<file path="src/rtl/sdr_init_pkg.sv">
package sdr_init_pkg;

  typedef enum logic [2:0] {
    ST_PWRUP,
    ST_PRE,
    ST_TRP,
    ST_REF,
    ST_TRFC,
    ST_LMR,
    ST_TMRD,
    ST_DONE
  } step_e;

  // {cs_n, ras_n, cas_n, we_n}
  typedef enum logic [3:0] {
    CMD_LMR = 4'b0000,
    CMD_REF = 4'b0001,
    CMD_PRE = 4'b0010,
    CMD_NOP = 4'b0111
  } cmd_e;

  localparam int PRE_ALL_BIT = 10;

  function automatic int max_of4(input int a, input int b, input int c, input int d);
    int m;
    m = a;
    if (b > m) m = b;
    if (c > m) m = c;
    if (d > m) m = d;
    return m;
  endfunction

endpackage

</file>
<file path="src/rtl/sdr_wait_timer.sv">
module sdr_wait_timer #(
  parameter int CNT_W     = 8,
  parameter int RESET_VAL = 0
) (
  input  logic             clk,
  input  logic             rst_n,
  input  logic             load,
  input  logic [CNT_W-1:0] load_val,
  output logic             expired
);

  logic [CNT_W-1:0] cnt_q;

  always_ff @(posedge clk) begin
    if (!rst_n)            cnt_q <= CNT_W'(RESET_VAL);
    else if (load)         cnt_q <= load_val;
    else if (cnt_q != '0)  cnt_q <= cnt_q - 1'b1;
  end

  assign expired = (cnt_q == '0);

  AST_TMR_HOLD_ZERO: assert property (@(posedge clk) disable iff (!rst_n)
    (!load && expired) |=> expired);

  AST_TMR_STEP_DOWN: assert property (@(posedge clk) disable iff (!rst_n)
    (!load && !expired) |=> (cnt_q == $past(cnt_q) - 1'b1));

endmodule

</file>
<file path="src/rtl/sdr_mode_word.sv">
module sdr_mode_word #(
  parameter int ROW_W = 13
) (
  input  logic [2:0]       burst_len,
  input  logic             burst_type,
  input  logic [2:0]       cas_lat,
  input  logic             wr_single,
  output logic [ROW_W-1:0] word,
  output logic             bad
);

  localparam logic [2:0] LAT_SAFE = 3'b011;
  localparam logic [2:0] LEN_SAFE = 3'b011;
  localparam logic [2:0] LEN_ROW  = 3'b111;

  logic       lat_ok, len_ok;
  logic [2:0] lat_eff, len_eff;

  always_comb begin
    lat_ok  = (cas_lat == 3'b010) || (cas_lat == 3'b011);
    len_ok  = (burst_len[2] == 1'b0) || ((burst_len == LEN_ROW) && !burst_type);
    lat_eff = lat_ok ? cas_lat : LAT_SAFE;
    len_eff = len_ok ? burst_len : LEN_SAFE;
    bad     = !(lat_ok && len_ok);
    word        = '0;
    word[2:0]   = len_eff;
    word[3]     = burst_type;
    word[6:4]   = lat_eff;
    word[8:7]   = 2'b00;
    word[9]     = wr_single;
  end

endmodule

</file>
<file path="src/rtl/sdr_step_fsm.sv">
module sdr_step_fsm
  import sdr_init_pkg::*;
#(
  parameter int CNT_W = 8,
  parameter int T_RP  = 2,
  parameter int T_RFC = 7,
  parameter int T_MRD = 2
) (
  input  logic             clk,
  input  logic             rst_n,
  input  logic             wait_over,
  output logic             tmr_load,
  output logic [CNT_W-1:0] tmr_val,
  output step_e            step
);

  step_e step_q, step_d;
  logic  second_q, second_d;

  always_comb begin
    step_d   = step_q;
    second_d = second_q;
    tmr_load = 1'b0;
    tmr_val  = '0;
    unique case (step_q)
      ST_PWRUP: if (wait_over) step_d = ST_PRE;
      ST_PRE: begin
        tmr_load = 1'b1;
        tmr_val  = CNT_W'(T_RP - 1);
        step_d   = ST_TRP;
      end
      ST_TRP:   if (wait_over) step_d = ST_REF;
      ST_REF: begin
        tmr_load = 1'b1;
        tmr_val  = CNT_W'(T_RFC - 1);
        step_d   = ST_TRFC;
      end
      ST_TRFC: if (wait_over) begin
        if (second_q) step_d = ST_LMR;
        else begin
          step_d   = ST_REF;
          second_d = 1'b1;
        end
      end
      ST_LMR: begin
        tmr_load = 1'b1;
        tmr_val  = CNT_W'(T_MRD - 1);
        step_d   = ST_TMRD;
      end
      ST_TMRD:  if (wait_over) step_d = ST_DONE;
      default:  step_d = ST_DONE;
    endcase
  end

  always_ff @(posedge clk) begin
    if (!rst_n) begin
      step_q   <= ST_PWRUP;
      second_q <= 1'b0;
    end else begin
      step_q   <= step_d;
      second_q <= second_d;
    end
  end

  assign step = step_q;

  AST_CMD_STEPS_SINGLE: assert property (@(posedge clk) disable iff (!rst_n)
    (step_q == ST_PRE || step_q == ST_REF || step_q == ST_LMR) |=> (step_q != $past(step_q)));

  AST_DONE_TERMINAL: assert property (@(posedge clk) disable iff (!rst_n)
    (step_q == ST_DONE) |=> (step_q == ST_DONE));

endmodule

</file>
<file path="src/rtl/sdr_cmd_drive.sv">
module sdr_cmd_drive
  import sdr_init_pkg::*;
#(
  parameter int ROW_W  = 13,
  parameter int BANK_W = 2
) (
  input  step_e             step,
  input  logic [ROW_W-1:0]  mode_word,
  output logic [3:0]        cmd,
  output logic [ROW_W-1:0]  addr,
  output logic [BANK_W-1:0] ba
);

  always_comb begin
    cmd  = CMD_NOP;
    addr = '0;
    ba   = '0;
    case (step)
      ST_PRE: begin
        cmd               = CMD_PRE;
        addr[PRE_ALL_BIT] = 1'b1;
      end
      ST_REF: cmd = CMD_REF;
      ST_LMR: begin
        cmd  = CMD_LMR;
        addr = mode_word;
      end
      default: cmd = CMD_NOP;
    endcase
  end

endmodule

</file>
<file path="src/rtl/sdram_bringup_seq.sv">
module sdram_bringup_seq
  import sdr_init_pkg::*;
#(
  parameter int CLK_MHZ  = 100,
  parameter int PWRUP_US = 100,
  parameter int T_RP     = 2,
  parameter int T_RFC    = 7,
  parameter int T_MRD    = 2,
  parameter int ROW_W    = 13,
  parameter int BANK_W   = 2
) (
  input  logic              clk,
  input  logic              rst_n,
  input  logic [2:0]        cfg_burst_len,
  input  logic              cfg_burst_type,
  input  logic [2:0]        cfg_cas_lat,
  input  logic              cfg_wr_single,
  output logic              cke,
  output logic              cs_n,
  output logic              ras_n,
  output logic              cas_n,
  output logic              we_n,
  output logic [ROW_W-1:0]  addr,
  output logic [BANK_W-1:0] ba,
  output logic              init_done,
  output logic              cfg_err
);

  localparam int PWRUP_CYC = CLK_MHZ * PWRUP_US;
  localparam int MAX_WAIT  = max_of4(PWRUP_CYC, T_RP, T_RFC, T_MRD);
  localparam int CNT_W     = $clog2(MAX_WAIT + 1) + 1;
  localparam int AGE_W     = $clog2(PWRUP_CYC + 1) + 1;

  initial begin
    assert (PWRUP_CYC >= 1 && T_RP >= 1 && T_RFC >= 1 && T_MRD >= 1 && ROW_W >= 11);
  end

  step_e            step;
  logic             wait_over, tmr_load;
  logic [CNT_W-1:0] tmr_val;
  logic [ROW_W-1:0] mode_word;
  logic             mode_bad;
  logic [3:0]       cmd;
  logic             err_q;

  sdr_wait_timer #(.CNT_W(CNT_W), .RESET_VAL(PWRUP_CYC - 1)) u_timer (
    .clk(clk), .rst_n(rst_n), .load(tmr_load), .load_val(tmr_val), .expired(wait_over)
  );

  sdr_step_fsm #(.CNT_W(CNT_W), .T_RP(T_RP), .T_RFC(T_RFC), .T_MRD(T_MRD)) u_fsm (
    .clk(clk), .rst_n(rst_n), .wait_over(wait_over),
    .tmr_load(tmr_load), .tmr_val(tmr_val), .step(step)
  );

  sdr_mode_word #(.ROW_W(ROW_W)) u_mode (
    .burst_len(cfg_burst_len), .burst_type(cfg_burst_type), .cas_lat(cfg_cas_lat),
    .wr_single(cfg_wr_single), .word(mode_word), .bad(mode_bad)
  );

  sdr_cmd_drive #(.ROW_W(ROW_W), .BANK_W(BANK_W)) u_drive (
    .step(step), .mode_word(mode_word), .cmd(cmd), .addr(addr), .ba(ba)
  );

  always_ff @(posedge clk) begin
    if (!rst_n)              err_q <= 1'b0;
    else if (step == ST_LMR) err_q <= mode_bad;
  end

  assign {cs_n, ras_n, cas_n, we_n} = cmd;
  assign cke       = 1'b1;
  assign init_done = (step == ST_DONE);
  assign cfg_err   = err_q;

  // observation counters for the checks below
  logic [AGE_W-1:0] age_q;
  logic [1:0]       refs_q;
  always_ff @(posedge clk) begin
    if (!rst_n) begin
      age_q  <= '0;
      refs_q <= '0;
    end else begin
      if (age_q < AGE_W'(PWRUP_CYC)) age_q <= age_q + 1'b1;
      if (cmd == CMD_REF && refs_q != 2'd3) refs_q <= refs_q + 1'b1;
    end
  end

  AST_PWRUP_NOP: assert property (@(posedge clk) disable iff (!rst_n)
    (age_q < AGE_W'(PWRUP_CYC)) |-> (cmd == CMD_NOP));

  AST_PRE_ALL_FIRST: assert property (@(posedge clk) disable iff (!rst_n)
    (cmd == CMD_PRE) |-> (addr[PRE_ALL_BIT] && refs_q == 2'd0));

  AST_TWO_REFRESH: assert property (@(posedge clk) disable iff (!rst_n)
    (cmd == CMD_LMR) |-> (refs_q == 2'd2));

  AST_MODE_RESERVED_ZERO: assert property (@(posedge clk) disable iff (!rst_n)
    (cmd == CMD_LMR) |-> (addr[8:7] == 2'b00 && addr[ROW_W-1:10] == '0 && ba == '0));

  AST_MODE_LAT_LEGAL: assert property (@(posedge clk) disable iff (!rst_n)
    (cmd == CMD_LMR) |-> (addr[6:4] == 3'b010 || addr[6:4] == 3'b011));

  AST_DONE_STICKY: assert property (@(posedge clk) disable iff (!rst_n)
    init_done |=> init_done);

  AST_DONE_QUIET: assert property (@(posedge clk) disable iff (!rst_n)
    init_done |-> (cmd == CMD_NOP && addr == '0));

  AST_ERR_STABLE: assert property (@(posedge clk) disable iff (!rst_n)
    ($past(cmd) != CMD_LMR) |-> $stable(cfg_err));

endmodule

</file>
<file path="config.mk">
export PLATFORM = sky130hd
export DESIGN_NAME = sdram_bringup_seq
export DESIGN_NICKNAME = d
export VERILOG_FILES = /design/src/rtl/sdr_init_pkg.sv /design/src/rtl/sdr_wait_timer.sv /design/src/rtl/sdr_mode_word.sv /design/src/rtl/sdr_step_fsm.sv /design/src/rtl/sdr_cmd_drive.sv /design/src/rtl/sdram_bringup_seq.sv
export SDC_FILE = /design/constraint.sdc
export NUM_CORES = 1
export LEC_CHECK = 0
export ABC_CLOCK_PERIOD_IN_PS = 5800
export BUFFER_PORTS_ARGS = -buffer_cell sky130_fd_sc_hd__buf_2
export CAP_MARGIN = 40
export CELL_PAD_IN_SITES_DETAIL_PLACEMENT = 0
export CELL_PAD_IN_SITES_GLOBAL_PLACEMENT = 1
export CORE_ASPECT_RATIO = 1.25
export CORE_UTILIZATION = 25
export CTS_BUF_LIST = sky130_fd_sc_hd__clkbuf_16
export CTS_CLUSTER_DIAMETER = 30
export DETAILED_ROUTE_END_ITERATION = 10
export PLACE_DENSITY = 0.59
export RECOVER_POWER = 25
export SLEW_MARGIN = 20
export SYNTH_ARGS = -nofsm -noshare
export SYNTH_HDL_FRONTEND = slang
export SYNTH_HIERARCHICAL = 1
export SYNTH_SLANG_ARGS = --single-unit
</file>
<file path="constraint.sdc">
create_clock -name clk -period 5.8 [get_ports clk]
set_input_delay 0.87 -clock clk [delete_from_list [all_inputs] [get_ports clk]]
set_output_delay 0.87 -clock clk [all_outputs]
set_load 0.05 [all_outputs]
</file>
==> results.tsv, run 1 <==
stage	metric	value	unit
critical_path	required	6000	ps
critical_path	rr_startpoint	u_timer/cnt_q[0]	
worst_hold_path	worst_hold_path.num_cells	2	
power	power_switching	0.0705	mW
route	wl_per_cell	11.6	um
global_routing	grt_start_max_net_pins	25	
synth	synth_compound_gate_area_share	0.156	
clock_network	cts_setup_buffers	0	
route	postRouteAntennaNets	0	
sta	slew_headroom	0.517	
route	detail_route.iter0.violations	91	
finish	final_util	0.279	
critical_path	worstSetupPathType	reg2reg	
critical_path	crit_cells	7	
route	vias	1260	
route	route.detailed.drc	0	
synth	synthAdderAreaFrac	0.00821	
global_routing	overflow	0	
run	max_cap_viol_count	0	
power	p_per_area	190	nW/um2
power	power_frac_comb	0.072	
synth	synth-xor-area-share	0.0402	
critical_path	critPathTopFamily	simple AND/OR/NAND/NOR gates	
finish	fin_area	1620	um2
critical_path	r2r_end	u_fsm/second_q	
synth	synth_ff_type	dfxtp_1	
critical_path	endpoint_kind	flip-flop	
synth	yosys_warnings	6	
place	place_congestion	0.694	
sta	period_share	0.442	
finish	areaGrowthSynthToFinish	6.57	%
sta	hold_viol_final	0	
place	portBuffers	22	
place	place_ws	3240	ps
clock_network	htree_levels	1	
route	vias_per_cell	4.68	
power	seq_power_share	0.456	
critical_path	cp_max_fo	12	
place	dp_cells	265	
clock_network	cts_hold_buf	0	
clock_network	clockRootBuffer	clkbuf_16	
die	dieArea	6410	um2
critical_path	startpoint_type	flip-flop	
synth	avgSynthCellArea	7.98	um2
clock_network	numCtsBuffers	3	
finish	finish.net_count	215	
critical_path	slowest_stage	or4_1	
finish	diodes	0	
critical_path	crit_start	u_timer/cnt_q[0]	
sta	worst-slew-pin-transition	724	ps
clock_network	cts_tree	built	
power	p_leak	0.729	nW
synth	synth_cell_types	53	
clock_network	cts_resized	0	
clock_network	cts.path.max_buffers	2	
critical_path	crit_arrival	2760	ps
die	rows	31	
synth	synth_top_family_by_area	simple AND/OR/NAND/NOR gates	
global_routing	antenna_found_initial	0	
synth	synth_mux_area_frac	0.0131	
critical_path	worstRegToRegCells	7	
synth	yosysSeqAreaShare	0.263	
power	p_int	0.239	mW
sta	rsz0062_at_grt	false	
critical_path	path_cells	inv_1, ha_1, or3b_2, or4_1, clkinvlp_2, nor4bb_1, o21a_1	
route	wirelength	3.13	mm
synth	ys_ff_latch	20	
synth	netlist_area	1520	um2
synth	async_reset_ff_frac	0	
finish	layout.cells.non_filler	269	
global_routing	grt_usage	0.103	
sta	setup_violations	0	
clock_network	clk_latency	250	ps
place	dp_hpwl	2.14	mm
sta	fin_skew	3.46	ps
die	coreArea	5820	um2
synth	yosys.area_share.simple	0.321	
sta	hold_ws	472	ps
critical_path	r2r_setup_slack	3230	ps
power	finalPower	0.309	mW
die	die_h	89.3	um
worst_hold_path	hold_path.class	reg2reg	
die	initial_core_util	0.262	
synth	syn_inst	191	
critical_path	path_buf_inv	2	
synth	synth_edf_count	0	
critical_path	endpoint	u_fsm/second_q	
global_routing	grt_pass1_wl	5.28	mm
clock_network	clock-sinks	20	
route	dr.pass1.iters	4	
sta	tns	0	ps
power	vdd.ir_drop.worst	0.0909	mV
sta	fmax	390	MHz
clock_network	clkTransAtPathRegs	60	ps
place	post_dp_cell_area	1550	um2
finish	layout-drive-gt1-share	0.192	
sta	slew_violations	0	
power	clkPwrFrac	0.472	
power	switching_share	0.228	
die	die_w	71.8	um
die	ios	32	
status	status	finished clean	
critical_path	max_stage_delay	570	ps
sta	fin_crit	2570	ps
sta	worst_slack	3230	ps
global_routing	first_global_vias	1120	
-- registers in the layout (all words and copies together), names as in the netlist --
| register | cells |
|---|---|
| cfg_err | 1 |
| u_fsm/second_q | 1 |
| u_fsm/step | 3 |
| u_timer/cnt_q | 15 |
-- logic make-up (layout without fill, tap and decap cells) --
group                    count (synthesis)  after routing
flip-flops                              20             20
AND/OR/NAND/NOR                         80             80
XOR/XNOR                                 7              7
adder cells (fa/ha/maj)                  1              1
multiplexers                             2              2
AO/OA/AOI/OAI                           32             32
buffers and inverters                   44             38
other                                    5             23
-- tightest hold or removal path: cells and delay by family (launching register included) --
family / cells / cell delay [ps]
flops: 1 / 310
simple gates: 1 / 60
mux: 1 / 60
-- cells in the final DEF, fill, tap and decap left out, drive strengths merged, types with 2 or more instances in the layout --
cell type	count
a21boi	3
a21oi	6
a31oi	2
and3	13
buf	22
clkbuf	4
clkinv	2
conb	23
dfxtp	20
inv	9
mux2i	2
nand2	19
nand3	7
nand3b	4
nor2	5
nor2b	2
nor3	4
nor3b	2
nor4	5
o211ai	5
o21ai	2
o311a	2
o311ai	2
o31ai	4
or2	2
or3	6
or4	5
xnor2	5
xor2	2
-- power by group through the flow --
stage | combinational, mW | clock [mW] | sequential, mW
CTS | 0.0223 | 0.149 | 0.141
detailed placement | 0.0224 | 0 | 0.144
global placement | 0.0222 | 0 | 0.144
floorplan | 0.0290 | 0 | 0.144
finish | 0.0223 | 0.146 | 0.141
global route | 0.0256 | 0.154 | 0.141
-- metal layers --
metal  wire [um]  global-route usage
met5           0                   0
met4          57              0.0321
met3          88              0.0135
met2        1420               0.179
met1        1560               0.132
-- Yosys cell counts (2+ instances only) --
cell type  count  area share
o311ai_0       2       0.011
inv_1          8       0.020
nor3_1         3      0.0098
o211ai_1       5       0.025
o31ai_1        4       0.020
conb_1         5       0.012
o311a_1        2       0.013
nor2_1         5       0.012
a21boi_0       2      0.0098
or4_4          2       0.015
xor2_1         2       0.011
xnor2_1        5       0.029
nand3_1        7       0.023
nor4_1         5       0.021
or2_2          2      0.0082
nand2_1       19       0.047
or4_1          3       0.015
or3_1          6       0.025
dfxtp_1       20        0.26
nand3b_1       3       0.015
and3_1         9       0.037
clkbuf_1       4      0.0098
a21oi_1        5       0.016
mux2i_1        2       0.013
and3_2         4       0.020
buf_4         26        0.13
a31oi_1        2      0.0082
buf_6          2       0.015
nor3b_1        2      0.0098
o21ai_0        2      0.0066
-- worst min path at each step --
stage / startpoint / end / slack (ps)
2_1_floorplan: u_fsm/second_q / u_fsm/second_q / 460
3_3_place_gp: cfg_err / cfg_err / 450
3_5_place_dp: cfg_err / cfg_err / 470
4_1_cts: cfg_err / cfg_err / 480
5_1_grt: u_fsm/second_q / u_fsm/second_q / 510
6_report: cfg_err / cfg_err / 470
-- cell type report --
type                       count  area, um2
fill                         656       4190
multi-input combinational    145        903
sequential                    20        400
timing repair buffer          23        116
tap                           66       82.6
clock buffer                   3       75.1
inverter                      11       42.5
clock inverter                 1       3.75
Note: power is estimated with default switching activity, not from simulation.
==> inputs of run 2 (changes only) <==
--- a/config.mk
+++ b/config.mk
@@ -5,7 +5,7 @@
 export SDC_FILE = /design/constraint.sdc
 export NUM_CORES = 1
 export LEC_CHECK = 0
-export ABC_CLOCK_PERIOD_IN_PS = 5800
+export ABC_CLOCK_PERIOD_IN_PS = 2400
 export BUFFER_PORTS_ARGS = -buffer_cell sky130_fd_sc_hd__buf_2
 export CAP_MARGIN = 40
 export CELL_PAD_IN_SITES_DETAIL_PLACEMENT = 0
==> constraint.sdc (replaced) <==
create_clock -name clk -period 2.4 [get_ports clk]
set_input_delay 0.36 -clock clk [delete_from_list [all_inputs] [get_ports clk]]
set_output_delay 0.36 -clock clk [all_outputs]
set_load 0.05 [all_outputs]
==> run 2 against run 1 <==
Against the previous run:
- routed wire length increased by 0.64%
- total power increased by 140%
- combinational power increased by 140%
- hold slack got worse by 8.9 ps
- global-route usage about the same
- via count decreased by 2.2%
- die area unchanged
- cell count increased by 0.74%
- clock power increased by 140%
- clock-buffer cell count unchanged
- worst setup slack got worse by 3100 ps
==> results.tsv, run 2 (same netlist as run 1, synthesis figures left out) <==
stage	metric	value	unit
place	post_dp_cell_area	1580	um2
worst_hold_path	hold_path.class	in2reg	
place	place_congestion	0.756	
route	wl_per_cell	11.6	um
status	status	finished clean	
critical_path	max_stage_delay	530	ps
power	p_leak	0.701	nW
global_routing	grt_start_max_net_pins	25	
global_routing	first_global_vias	1092	
finish	layout.cells.non_filler	271	
route	vias	1232	
power	p_per_area	454	nW/um2
sta	rsz0062_at_grt	false	
die	die_w	71.8	um
finish	layout_commonest_cell	conb_1	
critical_path	slowest_stage	or4_4	
route	route.detailed.drc	0	
route	postRouteAntennaNets	0	
finish	top_register	u_timer/cnt_q	
sta	hold_viol_final	0	
finish	final_util	0.280	
sta	fin_skew	2.04	ps
global_routing	grt_usage	0.103	
finish	fillers	651	
sta	slew_headroom	0.603	
sta	setup_violations	0	
place	dp_hpwl	2.27	mm
run	max_cap_viol_count	0	
clock_network	cts_setup_buffers	0	
global_routing	overflow	0	
finish	layout-drive-gt1-share	0.190	
critical_path	worstSetupPathType	reg2reg	
clock_network	cts.path.max_buffers	2	
clock_network	clockRootBuffer	clkbuf_16	
clock_network	htree_levels	1	
sta	worst-slew-pin-transition	598	ps
route	dr.pass1.iters	4	
power	vdd.ir_drop.worst	0.217	mV
global_routing	grt_pass1_wl	5.12	mm
critical_path	endpoint_kind	flip-flop	
clock_network	clkTransAtPathRegs	50	ps
sta	slew_violations	0	
finish	fin_area	1630	um2
finish	diodes	0	
die	dieArea	6410	um2
critical_path	path_cells	inv_1, ha_1, or3b_2, or4_4, clkinv_4, nor3_2, a311o_1	
critical_path	required	2540	ps
finish	areaGrowthSynthToFinish	6.90	%
clock_network	cts_hold_buf	0	
route	vias_per_cell	4.55	
die	initial_core_util	0.262	
sta	period_share	0.933	
clock_network	cts_resized	0	
global_routing	antenna_found_initial	0	
clock_network	numCtsBuffers	3	
finish	finish.net_count	218	
sta	hold_ws	463	ps
sta	tns	0	ps
critical_path	cp_max_fo	12	
critical_path	crit_arrival	2380	ps
die	coreArea	5820	um2
place	portBuffers	22	
sta	fmax	447	MHz
die	die_h	89.3	um
route	wirelength	3.15	mm
die	ios	32	
clock_network	clock-sinks	20	
critical_path	startpoint_type	flip-flop	
route	detail_route.iter0.violations	51	
sta	fin_crit	2240	ps
die	rows	31	
finish	layout_common_cells	23 x conb_1, 20 x dfxtp_1, 19 x nand2_1, 19 x buf_2, 9 x and3_1	
place	dp_cells	268	
finish	largest_reg_flops	15	
clock_network	cts_tree	built	
clock_network	clk_latency	260	ps
run 2: area by class of cell:
| class | instances | area, um2 | share of cell area |
|---|---|---|---|
| sequential | 20 | 400 | 0.246 |
| multi-input combinational | 145 | 895 | 0.549 |
| inverter | 11 | 46.3 | 0.0284 |
| clock buffer | 3 | 75.1 | 0.0461 |
| timing repair buffer | 26 | 130 | 0.0799 |
| tap | 66 | 82.6 | 0.0507 |
run 2: final timing paths:
check | depth (start not counted) | slack, ps | endpoint | from
hold reg to reg | 2 | 470 | cfg_err | cfg_err
hold / removal | 4 | 460 | cfg_err | cfg_cas_lat[2]
setup reg to reg | 7 | 160 | u_timer/cnt_q[1] | u_timer/cnt_q[0]
setup / recovery | 7 | 160 | u_timer/cnt_q[1] | u_timer/cnt_q[0]
run 2: worst max-delay path: cells and delay by family, from the launching register on:
family          cells  cell delay [ps]
buf+inv             2              210
flops               1              330
compound gates      1              320
simple gates        3             1060
fa+ha+maj           1              210
run 2: metal layers:
metal  track usage  vias up  wire length [um]
li1              -      662                 -
met1         0.126      546              1520
met2         0.177       19              1480
met3        0.0135        5                82
met4        0.0517        0                63
met5             0        -                 0
run 2: per-stage QoR:
step / setup WS [ps] / total power [mW]
3_5_place_dp: 172 / 0.402
6_report: 161 / 0.740
5_1_grt: 55.0 / 0.776
2_1_floorplan: 293 / 0.417
3_3_place_gp: 212 / 0.402
4_1_cts: 160 / 0.751
run 2: power breakdown:
| part | switching [mW] | internal (mW) | total, mW |
|---|---|---|---|
| clock network | 0.125 | 0.220 | 0.345 |
| logic | 0.0352 | 0.0185 | 0.0537 |
| registers | 0.00465 | 0.336 | 0.341 |
==> inputs of run 3 (changes only) <==
--- a/config.mk
+++ b/config.mk
@@ -8,7 +8,7 @@
 export ABC_CLOCK_PERIOD_IN_PS = 2400
 export BUFFER_PORTS_ARGS = -buffer_cell sky130_fd_sc_hd__buf_2
 export CAP_MARGIN = 40
-export CELL_PAD_IN_SITES_DETAIL_PLACEMENT = 0
+export CELL_PAD_IN_SITES_DETAIL_PLACEMENT = 1
 export CELL_PAD_IN_SITES_GLOBAL_PLACEMENT = 1
 export CORE_ASPECT_RATIO = 1.25
 export CORE_UTILIZATION = 25
==> run 3 against run 2 <==
Against the previous run:
- clock-buffer cell count stayed put
- design area increased by 0.61%
- first-iteration DRC count decreased by 7.8%
- cell count unchanged
- routed wire length up 9.3%
- non-clock buffer count is the same
- flip-flop and latch count is the same
- via count increased by 3.6%
- maximum frequency is 1.8% lower
==> results.tsv, run 3 (same netlist as run 1, synthesis figures left out) <==
stage	metric	value	unit
status	status	finished clean	
worst_hold_path	hold_path.class	reg2reg	
route	route.detailed.drc	0	
sta	slew_violations	0	
finish	diodes	0	
global_routing	overflow	0	
clock_network	clkTransAtPathRegs	50	ps
critical_path	crit_cells	7	
power	vdd.ir_drop.worst	0.198	mV
critical_path	required	2590	ps
route	vias_per_cell	4.71	
critical_path	endpoint	u_fsm/second_q	
critical_path	endpoint_kind	flip-flop	
critical_path	cp_max_fo	12	
clock_network	cts_tree	built	
finish	layout-drive-gt1-share	0.200	
clock_network	clk_latency	250	ps
finish	largest_reg_flops	15	
sta	fin_crit	2280	ps
clock_network	clock-sinks	20	
place	portBuffers	22	
finish	top_register	u_timer/cnt_q	
global_routing	grt_usage	0.115	
route	wl_per_cell	12.7	um
clock_network	htree_levels	1	
sta	tns	0	ps
finish	areaGrowthSynthToFinish	7.55	%
die	die_w	71.8	um
sta	slew_headroom	0.594	
route	dr.pass1.iters	4	
power	finalPower	0.733	mW
sta	worst_slack	120	ps
sta	fin_skew	1.27	ps
critical_path	critPathTopFamily	simple AND/OR/NAND/NOR gates	
critical_path	crit_start	u_timer/cnt_q[0]	
route	vias	1276	
critical_path	slowest_stage	or4_4	
die	rows	31	
global_routing	first_global_vias	1237	
die	die_h	89.3	um
critical_path	rr_startpoint	u_timer/cnt_q[0]	
clock_network	numCtsBuffers	3	
critical_path	path_buf_inv	2	
route	postRouteAntennaNets	0	
sta	setup_violations	0	
place	dp_cells	268	
global_routing	antenna_found_initial	0	
global_routing	grt_start_max_net_pins	25	
finish	finish.net_count	218	
die	ios	32	
clock_network	cts.path.max_buffers	2	
route	wirelength	3.44	mm
route	detail_route.iter0.violations	47	
place	place_congestion	0.756	
power	p_leak	0.703	nW
critical_path	startpoint_type	flip-flop	
sta	hold_viol_final	0	
sta	fmax	439	MHz
sta	period_share	0.950	
critical_path	r2r_end	u_fsm/second_q	
critical_path	worstSetupPathType	reg2reg	
die	initial_core_util	0.262	
die	dieArea	6410	um2
critical_path	max_stage_delay	530	ps
clock_network	clockRootBuffer	clkbuf_16	
place	place_ws	103	ps
critical_path	worstRegToRegCells	7	
die	coreArea	5820	um2
finish	final_util	0.282	
critical_path	path_cells	inv_1, ha_1, or3b_2, or4_4, clkinv_4, nor4bb_2, o21a_1	
critical_path	r2r_setup_slack	120	ps
finish	layout.cells.non_filler	271	
place	dp_hpwl	2.55	mm
critical_path	crit_arrival	2470	ps
sta	rsz0062_at_grt	false	
run	max_cap_viol_count	0	
global_routing	grt_pass1_wl	5.78	mm
power	p_per_area	447	nW/um2
finish	layout_commonest_cell	conb_1	
sta	worst-slew-pin-transition	611	ps
finish	layout_common_cells	23 x conb_1, 20 x dfxtp_1, 19 x nand2_1, 19 x buf_2, 9 x and3_1	
-- run 3: worst min path at each step --
| stage | end | from | slack (ps) | depth (start not counted) |
|---|---|---|---|---|
| after floorplan | u_fsm/second_q | u_fsm/second_q | 460 | 1 |
| after global placement | cfg_err | cfg_err | 440 | 2 |
| after detailed placement | cfg_err | cfg_err | 460 | 2 |
| after CTS | cfg_err | cfg_err | 470 | 2 |
| after global routing | cfg_err | cfg_err | 490 | 2 |
| final | cfg_err | cfg_err | 460 | 2 |
-- run 3: what timing repair did --
action	in CTS	in global routing
resized for setup	0	2
endpoints found under the setup margin	0	2
hold buffers	0	0
setup buffers	0	0
-- run 3: tightest hold or removal path, stage by stage (launching register included) --
cell     delay [ps]
dfxtp_1         300
nand2_1          50
mux2i_1          60
-- run 3: layout make-up --
cell class,instances,area (um2)
Sequential cell,20,400
Inverter,11,46.3
Timing Repair Buffer,26,131
Fill cell,709,4180
Clock buffer,3,75.1
Tap cell,66,82.6
Multi-Input combinational cell,145,903
-- run 3: metrics by stage --
step | instance area, um2 | hold WS (ps)
3_5_place_dp | 1580 | 457
6_report | 1640 | 462
3_3_place_gp | 1580 | 445
5_1_grt | 1640 | 486
2_1_floorplan | 1590 | 456
4_1_cts | 1650 | 465
-- run 3: report_power, final --
group	total, mW	switching, mW	leakage (nW)	internal (mW)
sequential	0.342	0.00515	0.162	0.336
combinational	0.0550	0.0363	0.504	0.0187
clock	0.337	0.117	0.0370	0.220
total	0.733	0.159	0.703	0.575
-- run 3: routing by layer --
| metal | up-vias | global-route usage | routed length, um | part of all wire |
|---|---|---|---|---|
| met5 | - | 0 | 0 | 0 |
| met1 | 596 | 0.136 | 1600 | 0.46 |
| met3 | 2 | 0.0147 | 53 | 0.015 |
| met2 | 14 | 0.212 | 1760 | 0.51 |
| met4 | 0 | 0.0428 | 27 | 0.0078 |
| li1 | 664 | - | - | - |
